File: src/rtl/adc_trig_pkg.sv
package adc_trig_pkg;
  typedef enum logic [1:0] {
    EDGE_FALL = 2'b00,
    EDGE_RISE = 2'b01,
    EDGE_NONE = 2'b10,
    EDGE_BOTH = 2'b11
  } edge_sel_e;

  typedef enum logic [1:0] {
    ST_IDLE    = 2'd0,
    ST_STANDBY = 2'd1,
    ST_CONV    = 2'd2
  } ctrl_state_e;

  typedef struct packed {
    logic      enable;
    logic      hw_trig;
    edge_sel_e edge_sel;
  } mode_cfg_t;

  localparam int MODE_EN_BIT   = 7;
  localparam int MODE_HW_BIT   = 6;
  localparam int MODE_EDGE_LSB = 1;
endpackage

File: src/rtl/adc_trig_edge.sv
module adc_trig_edge
  import adc_trig_pkg::*;
#(
  parameter int SYNC_STAGES = 2
) (
  input  logic      clk,
  input  logic      rst_n,
  input  logic      trig_in,
  input  edge_sel_e edge_sel,
  output logic      hit
);
  logic [SYNC_STAGES:0] chain;
  logic rise, fall;

  always_ff @(posedge clk or negedge rst_n) begin
    if (!rst_n) chain <= '0;
    else        chain <= {chain[SYNC_STAGES-1:0], trig_in};
  end

  assign rise = chain[SYNC_STAGES-1] & ~chain[SYNC_STAGES];
  assign fall = ~chain[SYNC_STAGES-1] & chain[SYNC_STAGES];

  always_comb begin
    unique case (edge_sel)
      EDGE_FALL: hit = fall;
      EDGE_RISE: hit = rise;
      EDGE_BOTH: hit = rise | fall;
      default:   hit = 1'b0;
    endcase
  end

  AST_RESERVED_EDGE_SILENT: assert property (@(posedge clk) disable iff (!rst_n)
    (edge_sel == EDGE_NONE) |-> !hit);
endmodule

File: src/rtl/adc_sar_engine.sv
module adc_sar_engine #(
  parameter int DATA_W    = 10,
  parameter int STEP_CLKS = 2
) (
  input  logic              clk,
  input  logic              rst_n,
  input  logic              start,
  input  logic              abort,
  input  logic              cmp_in,
  output logic              busy,
  output logic              done,
  output logic [DATA_W-1:0] code
);
  localparam int IDX_W = (DATA_W > 1) ? $clog2(DATA_W) : 1;
  localparam int CNT_W = (STEP_CLKS > 1) ? $clog2(STEP_CLKS) : 1;
  localparam logic [CNT_W-1:0] CNT_LAST = CNT_W'(STEP_CLKS - 1);
  localparam logic [IDX_W-1:0] IDX_TOP  = IDX_W'(DATA_W - 1);

  logic [IDX_W-1:0] idx;
  logic [CNT_W-1:0] cnt;

  always_ff @(posedge clk or negedge rst_n) begin
    if (!rst_n) begin
      busy <= 1'b0;
      done <= 1'b0;
      code <= '0;
      idx  <= '0;
      cnt  <= '0;
    end else if (start) begin
      busy <= 1'b1;
      done <= 1'b0;
      code <= {1'b1, {(DATA_W-1){1'b0}}};
      idx  <= IDX_TOP;
      cnt  <= '0;
    end else if (abort) begin
      busy <= 1'b0;
      done <= 1'b0;
    end else if (busy) begin
      done <= 1'b0;
      if (cnt == CNT_LAST) begin
        cnt <= '0;
        if (!cmp_in) code[idx] <= 1'b0;
        if (idx == '0) begin
          busy <= 1'b0;
          done <= 1'b1;
        end else begin
          code[idx - IDX_W'(1)] <= 1'b1;
          idx <= idx - IDX_W'(1);
        end
      end else begin
        cnt <= cnt + CNT_W'(1);
      end
    end else begin
      done <= 1'b0;
    end
  end

  AST_DONE_ENDS_RUN: assert property (@(posedge clk) disable iff (!rst_n)
    done |-> $past(busy));
  AST_DONE_NOT_BUSY: assert property (@(posedge clk) disable iff (!rst_n)
    done |-> !busy);
endmodule

File: src/rtl/adc_trig_ctrl.sv
module adc_trig_ctrl
  import adc_trig_pkg::*;
#(
  parameter int DATA_W      = 10,
  parameter int CH_W        = 2,
  parameter int STEP_CLKS   = 2,
  parameter int SYNC_STAGES = 2
) (
  input  logic              clk,
  input  logic              rst_n,
  input  logic              reg_wr,
  input  logic              reg_sel,
  input  logic [7:0]        reg_wdata,
  input  logic              trig_in,
  input  logic              cmp_in,
  output logic [CH_W-1:0]   mux_sel,
  output logic [DATA_W-1:0] dac_code,
  output logic [DATA_W-1:0] result,
  output logic              irq,
  output logic              busy
);
  mode_cfg_t   mode_q;
  ctrl_state_e state, state_n;
  logic        mode_wr, chan_wr, edge_hit;
  logic        sar_start, sar_abort, sar_done;

  assign mode_wr = reg_wr & ~reg_sel;
  assign chan_wr = reg_wr & reg_sel;

  adc_trig_edge #(.SYNC_STAGES(SYNC_STAGES)) u_edge (
    .clk(clk), .rst_n(rst_n), .trig_in(trig_in),
    .edge_sel(mode_q.edge_sel), .hit(edge_hit)
  );

  adc_sar_engine #(.DATA_W(DATA_W), .STEP_CLKS(STEP_CLKS)) u_sar (
    .clk(clk), .rst_n(rst_n), .start(sar_start), .abort(sar_abort),
    .cmp_in(cmp_in), .busy(busy), .done(sar_done), .code(dac_code)
  );

  always_comb begin
    state_n   = state;
    sar_start = 1'b0;
    sar_abort = 1'b0;
    if (mode_wr) begin
      if (!reg_wdata[MODE_EN_BIT]) begin
        state_n = ST_IDLE;  sar_abort = 1'b1;
      end else if (reg_wdata[MODE_HW_BIT]) begin
        state_n = ST_STANDBY;  sar_abort = 1'b1;
      end else begin
        state_n = ST_CONV;  sar_start = 1'b1;
      end
    end else if (chan_wr && state != ST_IDLE) begin
      if (mode_q.hw_trig) begin
        state_n = ST_STANDBY;  sar_abort = 1'b1;
      end else begin
        state_n = ST_CONV;  sar_start = 1'b1;
      end
    end else begin
      unique case (state)
        ST_STANDBY: if (edge_hit) begin
          state_n = ST_CONV;  sar_start = 1'b1;
        end
        ST_CONV: if (sar_done) begin
          if (mode_q.hw_trig) state_n = ST_STANDBY;
          else sar_start = 1'b1;
        end
        default: ;
      endcase
    end
  end

  always_ff @(posedge clk or negedge rst_n) begin
    if (!rst_n) begin
      state   <= ST_IDLE;
      mode_q  <= '{enable: 1'b0, hw_trig: 1'b0, edge_sel: EDGE_FALL};
      mux_sel <= '0;
      result  <= '0;
      irq     <= 1'b0;
    end else begin
      state <= state_n;
      if (mode_wr) begin
        mode_q.enable   <= reg_wdata[MODE_EN_BIT];
        mode_q.hw_trig  <= reg_wdata[MODE_HW_BIT];
        mode_q.edge_sel <= edge_sel_e'(reg_wdata[MODE_EDGE_LSB +: 2]);
      end
      if (chan_wr) mux_sel <= reg_wdata[CH_W-1:0];
      irq <= sar_done & ~sar_abort;
      if (sar_done && !sar_abort) result <= dac_code;
    end
  end

  AST_IRQ_ONE_CYCLE: assert property (@(posedge clk) disable iff (!rst_n)
    irq |=> !irq);
  AST_RESULT_WITH_IRQ: assert property (@(posedge clk) disable iff (!rst_n)
    !irq |-> $stable(result));
  AST_DISABLE_HALTS: assert property (@(posedge clk) disable iff (!rst_n)
    (mode_wr && !reg_wdata[MODE_EN_BIT]) |=> (!busy && !irq));
  AST_STANDBY_QUIET: assert property (@(posedge clk) disable iff (!rst_n)
    (state == ST_STANDBY) |-> !busy);
  AST_HW_ONE_SHOT: assert property (@(posedge clk) disable iff (!rst_n)
    (sar_done && mode_q.hw_trig && !reg_wr && state == ST_CONV) |=> (state == ST_STANDBY));
endmodule

File: config.mk
export PLATFORM = sky130hd
export DESIGN_NAME = adc_trig_ctrl
export DESIGN_NICKNAME = d
export VERILOG_FILES = /design/src/rtl/adc_trig_pkg.sv /design/src/rtl/adc_trig_edge.sv /design/src/rtl/adc_sar_engine.sv /design/src/rtl/adc_trig_ctrl.sv
export SDC_FILE = /design/constraint.sdc
export NUM_CORES = 1
export LEC_CHECK = 0
export ABC_AREA = 0
export BUFFER_PORTS_ARGS = -buffer_cell sky130_fd_sc_hd__buf_2
export CAP_MARGIN = 40
export CORE_MARGIN = 2
export CORE_UTILIZATION = 40
export DETAILED_ROUTE_END_ITERATION = 8
export GPL_ROUTABILITY_DRIVEN = 0
export PLACE_DENSITY_LB_ADDON = 0.15
export SLEW_MARGIN = 25
export SYNTH_ARGS = -nofsm -noshare
export SYNTH_HDL_FRONTEND = slang
export SYNTH_SLANG_ARGS = --single-unit
File: constraint.sdc
create_clock -name clk -period 2.1 [get_ports clk]
set_input_delay 0.105 -clock clk [delete_from_list [all_inputs] [get_ports clk]]
set_output_delay 0.105 -clock clk [all_outputs]
set_load 0.02 [all_outputs]
* Yosys cells after proc, flatten, opt, wreduce, memory -nomap -nowiden *
Cells that the tools add are included.

operators by class
  divide/modulo/power cells = 0
  $mul = 0
  mux-type cells = 56
  reductions and logical operators = 15
  equality and inequality tests = 9
  shift operators = 0
  $lt $le $gt $ge = 4
  bitwise logic cells = 13
  add/subtract/negate cells = 2

operator list
  operator                                                                      count
  10-bit 2-to-1 mux                                                             10
  1-bit 2-to-1 mux                                                              28
  4-bit 2-to-1 mux                                                              5
  2-bit 2-to-1 mux                                                              8
  10-bit AND                                                                    1
  4-bit by 5-bit less-than comparator with 1-bit output, second input constant  2
  10-bit NOT                                                                    1
  10-bit bitwise OR                                                             1
  1-bit demux with 4-bit select                                                 2
  4-bit by 1-bit >= comparator with 1-bit output, second input constant         2
  4-bit inequality test, second input constant                                  2
  4-bit AND reduction                                                           2
  2-bit nonzero test                                                            3
  1-bit AND                                                                     5
  2-bit by 1-bit equality test with 1-bit output, second input constant         2
  2-bit equality test, second input constant                                    2
  1-bit logical AND                                                             4
  4-bit zero test                                                               1
  2-bit inequality test, second input constant                                  2
  4-bit by 3-bit inequality test with 1-bit output, second input constant       1
  1-bit NOT                                                                     4
  2-bit case mux with 2 select lines                                            1
  4-bit nonzero test                                                            1
  4-bit by 1-bit subtractor with 4-bit output, second input constant            1
  other kinds (8)                                                               8

storage, ports and cells
  bits in read-only memories = 0
  register bits after elaboration = 38
  bits in latches = 0
  output and inout bits = 24
  input bits = 14
  memory bits (writable) = 0
  memories = 0
  word-level logic and storage cells = 111

* Longest topological paths before layout *
Gate-level depths: netlist (run 1).

  word-level depth = 17
  mapped depth = 8
  gate-level depth less buffers = 7

* By module *
A second synthesis (run 1) with hierarchy kept.

second synthesis, totals
  cells, all modules = 195
  area, all modules = 2087.0 um2

by module, submodules not included
  module          area each (um2)  instances  cells an instance  seq. area each (um2)
  adc_sar_engine  1026.0           1          108                425.4
  adc_trig_ctrl   933.4            1          77                 450.4
  adc_trig_edge   127.6            1          10                 75.1

* Worst setup path after synthesis (run 1) *
No wires, ideal clock.

  kind = register to register
  start point = reg state[0]
  end point = reg u_sar.code[9]
  setup time = 0.126 ns
  data required time = 1.974 ns
  period minus slack after synthesis = 2.009 ns
  slack = 0.091 ns
  arrival time = 1.883 ns
  stages on the path, launching flop included = 7
  path buffers = 0
  cells stage by stage = dfrtp_1 inv_1 ha_1 and4b_1 a2111oi_4 a31oi_1 a311o_1

between the ends
  cells in the longest elaborated chain, start to end = 6
  elaborated cells on any way between the ends = 14
  classes of those cells = 3 x eq/ne; 6 x mux; 5 x reduce/logical

RTL lines
  what                                                                          line                                      source
  from (decl)                                                                   adc_trig_ctrl.sv:23                       ctrl_state_e state, state_n;
  from (signal assigned)                                                        adc_trig_ctrl.sv:80                       state <= state_n;
  2-bit equality test, or another cell as far along                             adc_trig_ctrl.sv:59                       unique case (state)
  1-bit case mux with 2 select lines or 1-bit logical AND (tied branches)       adc_trig_ctrl.sv:59, adc_trig_ctrl.sv:52
  1-bit 2-to-1 mux                                                              adc_trig_ctrl.sv:52                       end else if (chan_wr && state != ST_IDLE) begin
  1-bit 2-to-1 mux                                                              adc_trig_ctrl.sv:44                       if (mode_wr) begin
  2-bit inequality test (no source line) or 2-bit nonzero test (tied branches)  n/a
  3-bit AND reduction (no source line)                                          n/a
  to (signal assigned)                                                          adc_sar_engine.sv:32                      code <= {1'b1, {(DATA_W-1){1'b0}}};
  to (decl)                                                                     adc_sar_engine.sv:12                      output logic [DATA_W-1:0] code

Parallel ways exist; a longest one is shown, timed or not.
A chain may end at the register's enable or synchronous reset.

* Worst setup path after layout (run 1) *
  start point = reg state[1]
  end point = reg u_sar.code[2]

Same word-level chain as after synthesis.

==> key figures, run 1 <==
Setup path
  – Crit-path cells: inv_1 > ha_1 > and4b_1 > a2111oi_4 > buf_4 > nand3_1 > a22oi_1 > nor2_1
  – Critical Path AT: 2.08 ns
  – Worst Path Class, Setup: flip-flop to flip-flop
  – Worst flop-to-flop path startpoint: state[1]
  – CP Launch Type: flip-flop
  – Worst path max stage delay: 0.40 ns
  – Worst Setup SP: state[1]
  – Critical path capture point type: flip-flop
  – CP endpoint: u_sar.code[2]
  – CP max FO: 6
  – R2R setup slack: 0.20 ns
  – R2R cell count: 8
  – Data required, critical path: 2.28 ns
  – Crit path max-delay cell type: dfrtp_1
  – R2r endpoint: u_sar.code[2]

Pwr
  – Gate power share: 0.411
  – Clock power frac: 0.222
  – Psw: 1010 µW
  – Int Power: between 1500 and 2000 µW
  – Switch share: 0.370
  – Static Leak: 0.00123 µW
  – Flop pwr share: 0.367
  – Design Power: around 2700 µW
  – Worst vdd ir: 0.538 mV
  – Pwr dens: 1110 nW/µm²

Global routing
  – Number of global-route vias before repair: 1507
  – Largest net degree at the start of global routing: 30
  – Initial antenna violation count: 0
  – Total track usage: 0.170
  – First-pass GRT wire length: roughly 7000 µm
  – Total gr overflow: 0

Final layout
  – Layout cells sized above 1: 0.299
  – Nets: 265
  – Most frequent cells in the layout: dfrtp_1, buf_2, nor2_1
  – ANT cells: 0
  – Area grow syn2layout: 23.0%
  – Most common cell after layout, fill and taps aside: dfrtp_1

STA
  – Finish-stage setup viols: 0
  – Final hold vios: 0
  – Relative slew slack: 0.682
  – Setup TNS: 0 ns
  – Final Skew: 0.00324 ns
  – RSZ-0062 raised after global routing: yes
  – Fin crit share: 0.906
  – Fin. max-slew vios: 0
  – Final min period: 1.90 ns
  – Hold WS: 0.0143 ns
  – Slew @ Worst Pin: around 0.47 ns
  – F_max: 526 MHz

Die
  – Starting Density: 0.418
  – Core area: approximately 4800 µm²
  – Die area: 5590 µm²
  – Die Ht: 74.7 µm
  – Core Rows: 25
  – Die W: 74.7 µm
  – I/O pin cnt: 38

Hold path
  – HP Class: input pin to flip-flop
  – Hold_sp: reg_wdata[2]
  – Hold Crit Depth: 3

Synth
  – Synth Area per Inst: 10.4 µm²
  – Unique masters post-synth: 40
  – Synth top area share: 0.475
  – Number of flops mapped to enable cells by yosys: 0
  – Syn nets: 217
  – Cells after Synth: 192
  – Top cells by area, synth: dfrtp_1, ha_1, mux2_2
  – Syn Std Cell Area: 2000 µm²
  – Sequential-to-total area share from yosys stat: 0.475
  – Main synth FF type: dfrtp_1
  – Async set-reset flop share out of synthesis: 1.00
  – Largest area contributor in the netlist: dfrtp_1
  – Flops & latches, synth: 38
  – Total number of yosys warnings: 0

Detailed routing
  – DRT iter0 DRCs: 87
  – Final ANT Viol Nets: 0
  – Post-DR vias/cell: 5.01
  – Routed len/inst: 13.3 µm
  – Vias post-DR: 1542
  – Routed WL: 4100 µm
  – DR DRC count: 0
  – 1st-pass router iterations: 4

Run status
  – Run status: finished clean

Placed design
  – Input/output buffers: 34
  – Post-DP HPWL: 2990 µm

Clock network
  – Clock sink count: 38
  – Skew-Pair Late Insertion Delay: 0.29 ns
  – CTS tree: yes
  – Root Driver: clkbuf_8
  – CTS buffer count: 5
  – H-tree Lvls: 2
  – Clock Pin Slew Worst Setup and Hold Paths: 0.07 ns
  – Bufs on Longest Clock Path: 2

Job
  – Maxcap violations: 0
-- metal layers --
metal  GRT usage  wire, µm  up-vias
li1            -         -      773
met3      0.0576       190        6
met5           0         0        -
met4      0.0536        57        0
met2       0.250      1770       40
met1       0.237      2080      723
-- Yosys cell counts, types with 3 or more instances --
library cell	n
nor2_1	20
mux2i_1	4
a31oi_1	3
o21ai_0	8
dfrtp_1	38
inv_1	11
a22oi_1	7
nand2_1	17
mux2_2	12
buf_6	3
ha_1	11
a21oi_1	6
a32oi_1	3
nor2b_1	4
nand2b_1	4
nand3_1	12
-- worst min path at each step --
| stage | endpoint | slack, ns |
|---|---|---|
| finish | mode_q[1] | 0.01 |
| floorplan | irq | -0.19 |
| CTS | mode_q[1] | 0.007 |
| detailed placement | u_edge.chain[0] | -0.007 |
| global placement | u_edge.chain[0] | 0.21 |
| global route | mode_q[1] | 0.02 |
-- state kept, by name, summed over array words and instances (netlist names) --
register	cells
mux_sel	2
u_sar.busy	1
result	10
irq	1
u_sar.done	1
state	2
u_edge.chain	3
u_sar.code	10
mode_q	3
u_sar.idx	4
u_sar.cnt	1
-- layout make-up --
class	count	area, µm²
fill	455	2320
multi-input combinational	136	962
sequential	38	951
timing repair buffer	48	318
tap	67	83.8
clock buffer	7	76.3
inverter	11	41.3
clock inverter	1	30.0
-- timing repair --
item / in CTS / in global routing
endpoints found under the setup margin: 0 / 9
hold endpoints to repair: 39 / 0
setup buffers: 0 / 0
gates resized for setup: 0 / 1
hold buffers: 2 / 0
-- power groups by stage --
stage	Combinational, µW	Clock (µW)	Sequential, µW
2_1_floorplan	654	0	1080
3_3_place_gp	1100	0	1010
3_5_place_dp	1100	0	1010
4_1_cts	1120	627	1000
5_1_grt	1260	656	1020
6_report	1120	605	1000
-- through the flow --
step	util	std cells	area [µm²]	worst slack, ns
finish	0.515	308	2460	0.197
global placement	0.483	297	2310	0.0938
CTS	0.514	308	2460	0.0612
detailed placement	0.487	298	2330	0.0777
global route	0.515	308	2460	-0.00339
floorplan	-	192	2000	0.0910
-- worst max-delay path: cells and delay by family (launching register included) --
family	cells	cell delay [ns]
flops	1	0.40
compound gates	2	0.54
buf+inv	2	0.29
simple gates	3	0.38
fa+ha+maj	1	0.18
-- logic make-up after synthesis --
| family | share of synthesized area |
|---|---|
| multiplexers | 0.0875 |
| buffers and inverters | 0.0463 |
| XOR/XNOR | 0.00875 |
| adder cells (fa/ha/maj) | 0.0687 |
| flip-flops | 0.475 |
| AO/OA/AOI/OAI | 0.152 |
| AND/OR/NAND/NOR | 0.162 |
No activity file was read; power rests on OpenSTA's default activity.
==> run 2, diff against run 1 <==
==> constraint.sdc (replaced) <==
create_clock -name clk -period 2.1 [get_ports clk]
set_input_delay 0 -clock clk [delete_from_list [all_inputs] [get_ports clk]]
set_output_delay 0 -clock clk [all_outputs]
set_load 0.02 [all_outputs]
==> run 2 against run 1 <==
Global-route usage down 0.54 points. Clock skew rose by 0.0018 ns. Count of clock-buffer cells in the layout unchanged. First-iteration DRC count shrank 8.0%. Utilization is 0.47 points higher. Critical endpoint is now u_sar.code[9]. Largest cell class unchanged. Largest power group unchanged. Highest routed layer unchanged.
==> key figures, run 2 (same netlist as run 1, synthesis figures left out) <==
Run status
  – Run status: finished clean

STA
  – Final hold vios: 0 (unchanged)
  – Final Skew: 0.00503 ns (+0.00179 ns)
  – Slew @ Worst Pin: 0.506 ns (+0.0311 ns)
  – Finish-stage setup viols: 0 (unchanged)
  – Fin crit share: 0.921 (+0.0152)
  – Relative slew slack: 0.662 (-0.0208)
  – F_max: 517 MHz (-1.7%)
  – Final min period: 1.93 ns (+0.0320 ns)
  – Fin. max-slew vios: 0 (unchanged)
  – Setup TNS: 0 ns (unchanged)
  – RSZ-0062 raised after global routing: no

Setup path
  – Critical Path AT: 2.10 ns (+0.02 ns)
  – CP max FO: 5 (-1)
  – Worst path max stage delay: 0.40 ns (about the same)
  – CP Launch Type: flip-flop
  – Critical path capture point type: flip-flop
  – Data required, critical path: 2.27 ns (about the same)
  – Crit path max-delay cell type: dfrtp_1
  – Crit-path cells: inv_1 > ha_1 > and4b_2 > a2111oi_4 > buf_6 > a31oi_1 > a311o_1
  – Worst Path Class, Setup: flip-flop to flip-flop

Global routing
  – Total track usage: 0.164 (-0.00539)
  – Total gr overflow: 0 (unchanged)
  – First-pass GRT wire length: 7010 µm (-1.3%)
  – Number of global-route vias before repair: 1467 (-2.7%)
  – Initial antenna violation count: 0 (unchanged)
  – Largest net degree at the start of global routing: 23 (-23%)

Final layout
  – Register Area: 951 µm² (unchanged)
  – Area taken by multi-input logic gates: 963 µm² (+0.13%)
  – Layout Utilization: 0.519 (+0.00471)
  – Final Cell Area: 2480 µm² (+0.91%)
  – Layout cells sized above 1: 0.302 (+0.00329)
  – Fill cells: 437 (-4.0%)
  – Nets: 269 (+1.5%)
  – Area grow syn2layout: 24.1%
  – Most frequent cells in the layout: dfrtp_1, buf_2, nor2_1
  – Biggest registers after layout: result: 10 flops, u_sar.code: 10 flops, u_sar.idx: 4 flops
  – Most common cell after layout, fill and taps aside: dfrtp_1
  – ANT cells: 0 (unchanged)

Die
  – Starting Density: 0.418 (unchanged)
  – Core area: 4790 µm² (unchanged)
  – Core Rows: 25 (unchanged)
  – Die W: 74.7 µm (unchanged)
  – Die area: 5590 µm² (unchanged)
  – Die Ht: 74.7 µm (unchanged)
  – I/O pin cnt: 38 (unchanged)

Clock network
  – CTS tree: yes
  – Bufs on Longest Clock Path: 2 (unchanged)
  – CTS buffer count: 5 (unchanged)
  – H-tree Lvls: 2 (unchanged)
  – Clock sink count: 38 (unchanged)
  – Skew-Pair Late Insertion Delay: 0.29 ns (about the same)
  – Postcts setup bufs: 0 (unchanged)
  – Clock Pin Slew Worst Setup and Hold Paths: 0.07 ns (about the same)
  – Root Driver: clkbuf_8

Detailed routing
  – 1st-pass router iterations: 4 (unchanged)
  – Final ANT Viol Nets: 0 (unchanged)
  – Vias post-DR: 1535 (-0.45%)
  – Routed WL: 4100 µm (+0.17%)
  – Routed len/inst: 13.2 µm (-1.1%)
  – DRT iter0 DRCs: 80 (-8.0%)
  – DR DRC count: 0 (unchanged)
  – Post-DR vias/cell: 4.92 (-1.7%)

Pwr
  – Static Leak: 0.00124 µW (+1.1%)
  – Pwr dens: 1050 nW/µm² (-5.1%)
  – Worst vdd ir: 0.397 mV (-26%)

Hold path
  – HP Class: input pin to flip-flop

Placed design
  – Placed cell area: 2320 µm² (-0.54%)
  – Input/output buffers: 34 (unchanged)
  – Post-DP HPWL: 3060 µm (+2.2%)

Job
  – Maxcap violations: 0 (unchanged)
[run 2: cell types whose count changed in the layout (fill, tap and decap cells not counted), sizes merged]
cell	change
dlygate4sd3	+4
bufinv	-1
clkinv	+1
[run 2: routing by layer]
metal  GRT usage  wire length [µm]
met1       0.235              2110
met2       0.245              1820
met3      0.0415               132
met4      0.0536                38
met5           0                 0
[run 2: cell type report]
class,count,area share
Sequential cell,38,0.383
Clock buffer,7,0.0347
Clock inverter,1,0.00201
Timing Repair Buffer,52,0.142
Tap cell,67,0.0337
Inverter,11,0.0166
Multi-Input combinational cell,136,0.388
[run 2: what timing repair did]
action,CTS,global route
hold endpoints to repair,44,0
endpoints found under the setup margin,0,4
hold buffers,6,0
gates resized for setup,0,3
[run 2: final timing paths]
kind,start,endpoint,slack (ns),cells after the start
hold reg to reg,u_edge.chain[0],u_edge.chain[1],0.36,0
setup / recovery,state[1],u_sar.code[9],0.17,7
min in group asynchronous,rst_n,result[6],0.18,2
setup reg to reg,state[1],u_sar.code[9],0.17,7
max in group asynchronous,rst_n,u_sar.code[1],1.48,3
hold / removal,cmp_in,u_sar.code[0],0.07,3
[run 2: metrics by stage]
stage / hold slack (ns) / setup slack (ns) / std cells / power [µW]
after floorplan: -0.296 / 0.0910 / 192 / 1740
after global placement: 0.109 / 0.124 / 296 / 2090
after detailed placement: -0.0371 / 0.0771 / 297 / 2090
after CTS: 0.0603 / 0.0649 / 311 / 2630
after global routing: 0.0933 / 0.0280 / 312 / 2820
final: 0.0659 / 0.165 / 312 / 2610
[run 2: power by group]
group / internal (µW) / leakage [µW] / switching [µW] / total, µW
registers: 874 / 0.000490 / 128 / 1000
logic: 480 / 0.000706 / 620 / 1100
clock network: 265 / 0.0000482 / 245 / 510
total: 1620 / 0.00124 / 993 / 2610
[run 2: worst max-delay path: cells and delay by family, from the launching register on]
family,cells,cell delay (ns)
DFF,1,0.40
adders and majority gates,1,0.19
and+or+nand+nor,1,0.28
buffers and inverters,2,0.26
AOI/OAI and AO/OA,3,0.68
